<file path="src/rtl/ide_bridge_pkg.sv">
package ide_bridge_pkg;
  localparam logic [1:0] LOC_SEL  = 2'd0;
  localparam logic [1:0] LOC_DATA = 2'd1;
  localparam logic [1:0] LOC_HIGH = 2'd2;
  localparam logic [1:0] LOC_CTRL = 2'd3;

  typedef enum logic [2:0] {
    PH_IDLE, PH_SETUP, PH_STROBE, PH_HOLD, PH_DONE
  } phase_e;
endpackage

</file>
<file path="src/rtl/ide_irq_sync.sv">
module ide_irq_sync #(
  parameter int STAGES = 2
) (
  input  logic clk,
  input  logic rst_n,
  input  logic irq_in,
  output logic irq_out_n
);
  logic [STAGES-1:0] sync_q;
  logic [STAGES-1:0] sync_d;

  always_comb begin
    sync_d = {sync_q[STAGES-2:0], irq_in};
  end

  always_ff @(posedge clk or negedge rst_n) begin
    if (!rst_n) sync_q <= '0;
    else        sync_q <= sync_d;
  end

  assign irq_out_n = ~sync_q[STAGES-1];
endmodule

</file>
<file path="src/rtl/ide_pio_seq.sv">
module ide_pio_seq
  import ide_bridge_pkg::*;
#(
  parameter int T_SETUP  = 14,
  parameter int T_STROBE = 58,
  parameter int T_HOLD   = 6
) (
  input  logic        clk,
  input  logic        rst_n,
  input  logic        start,
  input  logic        is_write,
  input  logic        cs_bank,
  input  logic [2:0]  reg_addr,
  input  logic [15:0] wr_word,
  output logic        busy,
  output logic        done,
  output logic        capture,
  output logic [2:0]  da,
  output logic        dcs0_n,
  output logic        dcs1_n,
  output logic        dior_n,
  output logic        diow_n,
  output logic        dd_oe,
  output logic [15:0] dd_out
);
  localparam int TMAX1 = (T_SETUP > T_STROBE) ? T_SETUP : T_STROBE;
  localparam int TMAX  = (TMAX1 > T_HOLD) ? TMAX1 : T_HOLD;
  localparam int CW    = $clog2(TMAX + 1);

  phase_e        ph_q, ph_d;
  logic [CW-1:0] cnt_q, cnt_d;
  logic          wr_q, bank_q;
  logic [2:0]    addr_q;
  logic [15:0]   word_q;
  logic          launch, wr_nx, bank_nx, act_nx;
  logic [2:0]    addr_nx;
  logic [2:0]    da_d;
  logic          cs0_d, cs1_d, rd_d, wrs_d, oe_d;

  assign launch = (ph_q == PH_IDLE) && start;

  // phase sequencing
  always_comb begin
    ph_d  = ph_q;
    cnt_d = cnt_q;
    unique case (ph_q)
      PH_IDLE: if (start) begin
        ph_d  = PH_SETUP;
        cnt_d = CW'(T_SETUP - 1);
      end
      PH_SETUP: if (cnt_q == '0) begin
        ph_d  = PH_STROBE;
        cnt_d = CW'(T_STROBE - 1);
      end else cnt_d = cnt_q - 1'b1;
      PH_STROBE: if (cnt_q == '0) begin
        ph_d  = PH_HOLD;
        cnt_d = CW'(T_HOLD - 1);
      end else cnt_d = cnt_q - 1'b1;
      PH_HOLD: if (cnt_q == '0) ph_d = PH_DONE;
               else cnt_d = cnt_q - 1'b1;
      default: ph_d = PH_IDLE;
    endcase
  end

  // decode device pins from the upcoming phase so outputs leave flops
  always_comb begin
    wr_nx   = launch ? is_write : wr_q;
    bank_nx = launch ? cs_bank  : bank_q;
    addr_nx = launch ? reg_addr : addr_q;
    act_nx  = (ph_d == PH_SETUP) || (ph_d == PH_STROBE) || (ph_d == PH_HOLD);
    cs0_d   = ~(act_nx && !bank_nx);
    cs1_d   = ~(act_nx && bank_nx);
    da_d    = act_nx ? addr_nx : 3'd0;
    rd_d    = ~((ph_d == PH_STROBE) && !wr_nx);
    wrs_d   = ~((ph_d == PH_STROBE) && wr_nx);
    oe_d    = act_nx && wr_nx;
  end

  always_ff @(posedge clk or negedge rst_n) begin
    if (!rst_n) begin
      ph_q   <= PH_IDLE;
      cnt_q  <= '0;
      dcs0_n <= 1'b1;
      dcs1_n <= 1'b1;
      dior_n <= 1'b1;
      diow_n <= 1'b1;
      dd_oe  <= 1'b0;
      da     <= 3'd0;
    end else begin
      ph_q   <= ph_d;
      cnt_q  <= cnt_d;
      dcs0_n <= cs0_d;
      dcs1_n <= cs1_d;
      dior_n <= rd_d;
      diow_n <= wrs_d;
      dd_oe  <= oe_d;
      da     <= da_d;
    end
  end

  always_ff @(posedge clk or negedge rst_n) begin
    if (!rst_n) begin
      wr_q   <= 1'b0;
      bank_q <= 1'b0;
      addr_q <= 3'd0;
      word_q <= '0;
    end else if (launch) begin
      wr_q   <= is_write;
      bank_q <= cs_bank;
      addr_q <= reg_addr;
      word_q <= wr_word;
    end
  end

  assign dd_out  = word_q;
  assign busy    = (ph_q != PH_IDLE);
  assign done    = (ph_q == PH_DONE);
  assign capture = (ph_q == PH_STROBE) && (cnt_q == '0) && !wr_q;
endmodule

</file>
<file path="src/rtl/ide_host_win.sv">
module ide_host_win
  import ide_bridge_pkg::*;
(
  input  logic        clk,
  input  logic        rst_n,
  input  logic [1:0]  h_addr,
  input  logic [7:0]  h_wdata,
  input  logic        h_rd,
  input  logic        h_wr,
  output logic [7:0]  h_rdata,
  output logic        h_wait,
  input  logic        seq_busy,
  input  logic        seq_done,
  input  logic        seq_capture,
  input  logic [15:0] dd_in,
  output logic        start,
  output logic        is_write,
  output logic        cs_bank,
  output logic [2:0]  reg_addr,
  output logic [15:0] wr_word,
  output logic        dev_rst
);
  logic [3:0] sel_q, sel_d;
  logic [7:0] hi_q, hi_d;
  logic [7:0] lo_q, lo_d;
  logic       rst_q, rst_d;
  logic       req, is_dat, commit, word_sel;

  assign req      = h_rd | h_wr;
  assign is_dat   = (h_addr == LOC_DATA);
  assign word_sel = (sel_q == 4'd0);
  assign h_wait   = req && (is_dat ? !seq_done : ((h_addr != LOC_CTRL) && seq_busy));
  assign commit   = h_wr && !h_wait;
  assign start    = req && is_dat && !seq_busy;
  assign is_write = h_wr;
  assign cs_bank  = sel_q[3];
  assign reg_addr = sel_q[2:0];
  assign wr_word  = word_sel ? {hi_q, h_wdata} : {8'h00, h_wdata};
  assign dev_rst  = rst_q;

  always_comb begin
    sel_d = sel_q;
    hi_d  = hi_q;
    lo_d  = lo_q;
    rst_d = rst_q;
    if (commit && (h_addr == LOC_SEL))  sel_d = h_wdata[3:0];
    if (commit && (h_addr == LOC_CTRL)) rst_d = h_wdata[0];
    if (commit && (h_addr == LOC_HIGH)) hi_d  = h_wdata;
    else if (seq_capture && word_sel)   hi_d  = dd_in[15:8];
    if (seq_capture)                    lo_d  = dd_in[7:0];
  end

  always_ff @(posedge clk or negedge rst_n) begin
    if (!rst_n) begin
      sel_q <= '0;
      hi_q  <= '0;
      lo_q  <= '0;
      rst_q <= 1'b0;
    end else begin
      sel_q <= sel_d;
      hi_q  <= hi_d;
      lo_q  <= lo_d;
      rst_q <= rst_d;
    end
  end

  always_comb begin
    unique case (h_addr)
      LOC_SEL:  h_rdata = {4'd0, sel_q};
      LOC_DATA: h_rdata = lo_q;
      LOC_HIGH: h_rdata = hi_q;
      default:  h_rdata = {seq_busy, 6'd0, rst_q};
    endcase
  end
endmodule

</file>
<file path="src/rtl/ide_pio_bridge.sv">
module ide_pio_bridge #(
  parameter int T_SETUP  = 14,
  parameter int T_STROBE = 58,
  parameter int T_HOLD   = 6,
  parameter int IRQ_SYNC = 2
) (
  input  logic        clk,
  input  logic        rst_n,
  input  logic [1:0]  h_addr,
  input  logic [7:0]  h_wdata,
  input  logic        h_rd,
  input  logic        h_wr,
  output logic [7:0]  h_rdata,
  output logic        h_wait,
  output logic        h_irq_n,
  input  logic [15:0] dd_in,
  output logic [15:0] dd_out,
  output logic        dd_oe,
  output logic [2:0]  da,
  output logic        dcs0_n,
  output logic        dcs1_n,
  output logic        dior_n,
  output logic        diow_n,
  output logic        drst_n,
  input  logic        dirq
);
  logic [1:0]  rsync_q;
  logic        srst_n;
  logic        seq_busy, seq_done, seq_capture;
  logic        start, is_write, cs_bank, dev_rst;
  logic [2:0]  reg_addr;
  logic [15:0] wr_word;

  // asynchronous assert, synchronous release
  always_ff @(posedge clk or negedge rst_n) begin
    if (!rst_n) rsync_q <= 2'b00;
    else        rsync_q <= {rsync_q[0], 1'b1};
  end
  assign srst_n = rsync_q[1];

  ide_host_win i_win (
    .clk(clk), .rst_n(srst_n),
    .h_addr(h_addr), .h_wdata(h_wdata), .h_rd(h_rd), .h_wr(h_wr),
    .h_rdata(h_rdata), .h_wait(h_wait),
    .seq_busy(seq_busy), .seq_done(seq_done), .seq_capture(seq_capture),
    .dd_in(dd_in),
    .start(start), .is_write(is_write), .cs_bank(cs_bank),
    .reg_addr(reg_addr), .wr_word(wr_word), .dev_rst(dev_rst)
  );

  ide_pio_seq #(.T_SETUP(T_SETUP), .T_STROBE(T_STROBE), .T_HOLD(T_HOLD)) i_seq (
    .clk(clk), .rst_n(srst_n),
    .start(start), .is_write(is_write), .cs_bank(cs_bank),
    .reg_addr(reg_addr), .wr_word(wr_word),
    .busy(seq_busy), .done(seq_done), .capture(seq_capture),
    .da(da), .dcs0_n(dcs0_n), .dcs1_n(dcs1_n),
    .dior_n(dior_n), .diow_n(diow_n), .dd_oe(dd_oe), .dd_out(dd_out)
  );

  ide_irq_sync #(.STAGES(IRQ_SYNC)) i_irq (
    .clk(clk), .rst_n(srst_n), .irq_in(dirq), .irq_out_n(h_irq_n)
  );

  assign drst_n = ~dev_rst;
endmodule

</file>
<file path="config.mk">
export PLATFORM = sky130hd
export DESIGN_NAME = ide_pio_bridge
export DESIGN_NICKNAME = d
export VERILOG_FILES = /design/src/rtl/ide_bridge_pkg.sv /design/src/rtl/ide_irq_sync.sv /design/src/rtl/ide_pio_seq.sv /design/src/rtl/ide_host_win.sv /design/src/rtl/ide_pio_bridge.sv
export SDC_FILE = /design/constraint.sdc
export NUM_CORES = 1
export LEC_CHECK = 0
export ABC_AREA = 1
export BUFFER_PORTS_ARGS = -buffer_cell sky130_fd_sc_hd__buf_2
export CORE_ASPECT_RATIO = 1.25
export CORE_MARGIN = 5
export CORE_UTILIZATION = 58
export CTS_CLUSTER_DIAMETER = 30
export CTS_CLUSTER_SIZE = 20
export DETAILED_ROUTE_END_ITERATION = 16
export PLACE_DENSITY = 0.94
export REMOVE_ABC_BUFFERS = 1
export SLEW_MARGIN = 20
export SYNTH_ARGS = -nofsm -noshare
export SYNTH_HDL_FRONTEND = slang
export SYNTH_SLANG_ARGS = --single-unit
export TNS_END_PERCENT = 5
</file>
<file path="constraint.sdc">
create_clock -name clk -period 2.73 [get_ports clk]
set_input_delay 0.4095 -clock clk [delete_from_list [all_inputs] [get_ports clk]]
set_output_delay 0.4095 -clock clk [all_outputs]
set_load 0.02 [all_outputs]
</file>
==> results.yml <==
status:
  status: "finished clean"
route:
  vias_per_cell: 5.445
  drt_iter0_markers: 179
  dr_total_vias: 2619
  ant_nets: 0
  routed.top_layer: "met4"
  dr_wl_met2_um: 3809
  firstDrtPassIters: 5
  wl_met1_um: 2834
  dr_wl_met3_um: 503
  drc: 0
  wire_per_inst_um: 15.43
  drt_wl_total_um: 7422
logic_synthesis:
  synth-edff-count: 0
  yosys.area.top_type: "dfrtp_1"
  synth_cell_types: 39
  synth-simple-area-share_pct: 29.26
  synth_commonest_cells: "nand2_1, dfrtp_1, nand3_1"
  yosysWarnings: 0
  synth_cells: 341
  synthTopCellsByArea: "dfrtp_1, nand2_1, nand3_1"
  syn_avg_cell_area_um2: 8.615
  synth_area_um2: 2938
  synth_compound_area_share_pct: 8.859
  yosysMostFrequentCell: "nand2_1"
  async_reset_ff_share_pct: 100.0
  synth-seq-cells: 63
  synth_fa_ha_area_share_pct: 0.4259
  synth_top_area_share_pct: 50.26
  synth_top_family_by_area: "simple AND/OR/NAND/NOR gates"
  yosysSeqAreaShare_pct: 53.83
  synth_ff_type: "dfrtp_1"
  synth_xor_area_share_pct: 0.2981
  synth.area.mux_share_pct: 0
place:
  place_ws_ps: 799.6
  port_buffers: 65
  dp_hpwl_um: 5312
  place.gp.congestion: 0.9102
global_routing:
  first_global_vias: 2634
  grt_pass1_wl_um: 12220
  track_usage_pct: 24.64
  grt.overflow.total: 0
  antenna_found_initial: 0
  grt_max_degree: 32
job:
  drv_cap: 0
clock_tree:
  clockRootBuffer: "clkbuf_8"
  cts_tree: "done"
  numClockSinks: 63
  cts_resized: 0
  cts_buffer_depth: 2
  clock_latency_ps: 350
  cts_htree_levels: 3
  clkTransAtPathRegs_ps: 70
  numCtsBuffers: 9
timing:
  skew_ps: 9.135
  setup-violations-final: 0
  worstMarginPinSlew_ps: 603.2
  setup_ws_ps: 651.3
  setup_tns_ps: 0
  layout_min_cycle_time_ps: 2079
  hold_violations: 0
  slew_viol_final: 0
  grt_setup_unrepaired: "no"
  fin_crit_sh_pct: 76.14
  fmax_mhz: 481.1
  maxSlewHeadroom_pct: 59.69
worst_setup_path:
  crit_fanout: 6
  cp_slowest_stage_delay_ps: 470
  cp.arrival_ps: 1670
  critical_path.top_delay_family: "flip-flops"
  worstSetupPathType: "reg -> out"
  slowest_stage: "dfrtp_1"
  endpoint_kind: "primary output"
  cp-start-kind: "flip-flop"
  cp.buffers_inverters: 2
  rrSetupSlack_ps: 790
  required_ps: 2320
  crit_chain: "inv_1 -> nand3_1 -> nand2_1 -> a21boi_0 -> buf_2"
layout:
  drive_gt1_share_pct: 27.68
  final_nets: 446
  antennaDiodeCount: 0
  area_growth_pct: 20.74
floorplanning:
  rows: 29
  fp.coreArea_um2: 5007
  die_y_um: 89.57
  start_util_pct: 58.67
  pin_count: 66
  die-area_um2: 6597
  die-width_um: 73.66
power:
  irDropWorstVdd_v: 0.0007373
  p_leak_nw: 1.941
  powerDensity_nw_per_um2: 1166
worst_hold_path:
  hold_path.class: "in -> reg"
[per-layer routing]
| layer | up-vias | global-route usage [%] |
|---|---|---|
| li1 | 1240 | - |
| met1 | 1219 | 28.05 |
| met2 | 130 | 42.66 |
| met3 | 30 | 6.013 |
| met4 | 0 | 12.85 |
| met5 | - | 0 |
[where the power goes]
part	leakage [nW]	switching, mW	internal [mW]	total, mW
clock network	0.120	0.358	0.588	0.946
registers	0.752	0.288	1.34	1.63
logic	1.07	1.03	0.537	1.56
total	1.94	1.67	2.46	4.14
[timing repair]
action | CTS | global route
buffers inserted | 0 | 0
endpoints found under the hold margin | 2 | 0
hold buffers | 1 | 0
[stage by stage]
step / power, mW / cells / instance area, um2 / hold slack (ps) / util, %
after floorplan: 2.656 / 334 / 2877 / 113.9 / -
after global placement: 3.090 / 464 / 3303 / 167.9 / 65.97
after detailed placement: 3.166 / 464 / 3303 / 178.0 / 65.97
after CTS: 4.139 / 481 / 3547 / 162.7 / 70.84
after global routing: 4.394 / 481 / 3547 / 163.2 / 70.84
final: 4.135 / 481 / 3547 / 165.0 / 70.84
[path summary, 6_finish.rpt]
kind | from | cells past startpoint | end
max in group asynchronous | rsync_q[1] | 1 | i_seq.dior_n
min in group asynchronous | rsync_q[1] | 0 | i_seq.dd_out[1]
setup / recovery | i_seq.ph_q[2] | 5 | h_wait
hold reg to reg | rsync_q[1] | 0 | i_seq.dd_out[1]
hold / removal | dirq | 1 | i_irq.sync_q[0]
setup reg to reg | i_seq.ph_q[0] | 7 | i_win.hi_q[4]
[sequential cells by signal, indices dropped and copies added, names as in the netlist]
name,cells
rsync_q,2
i_seq.dcs0_n,1
i_win.dev_rst,1
i_seq.dcs1_n,1
i_seq.addr_q,3
i_win.lo_q,8
i_seq.da,3
i_irq.sync_q,2
i_seq.dd_out,16
i_win.sel_q,4
i_win.hi_q,8
i_seq.wr_q,1
i_seq.ph_q,3
i_seq.dior_n,1
i_seq.diow_n,1
i_seq.dd_oe,1
i_seq.cnt_q,6
i_seq.bank_q,1
[cell families (layout without fill, tap and decap cells)]
family / after synthesis / in the layout
AOI/OAI and AO/OA: 42 / 42
xor gates and xnor gates: 1 / 1
and+or+nand+nor: 186 / 186
adders and majority gates: 1 / 1
DFF: 63 / 63
other: 1 / 1
buffers and inverters: 47 / 125
[worst reg2reg max path: stages (launching register included)]
cell and delay (ps):
dfrtp_1 440, inv_2 130, nand2_1 110, nor2_2 130, nand4_2 480, nand2_2 410
nand2_1 90, nand2_1 80
[placed cells by master, fill, tap and decap left out, types with 2 or more instances in the layout]
master     Yosys  routed
dfrtp_1       59      58
bufinv_16      0       2
o21ai_0       17      17
nor2_4         2       2
nand3_1       40      40
nor2_1        11      11
inv_1         33      33
a22o_1         3       3
o21ai_1        7       7
nor3_1         3       3
dfstp_2        4       4
o21ai_2        8       8
or2_1          2       2
buf_2          2      65
inv_2          6       6
nor2_2         2       2
nand2_2        2       2
nand2_1      111     111
a21oi_1        4       4
or2_2          2       2
clkbuf_8       1      12
nand4_1        4       4
buf_4          1       3
[area by class of cell]
type	instances	area (um2)
clock buffers	13	168.9
clock inverters	3	65.06
fillers	413	1460
inverters	40	150.1
multi-input cells	231	1145
flip-flops and latches	63	1583
well taps	62	77.57
repair buffers	69	357.8
(Power assumes the default switching activity.)
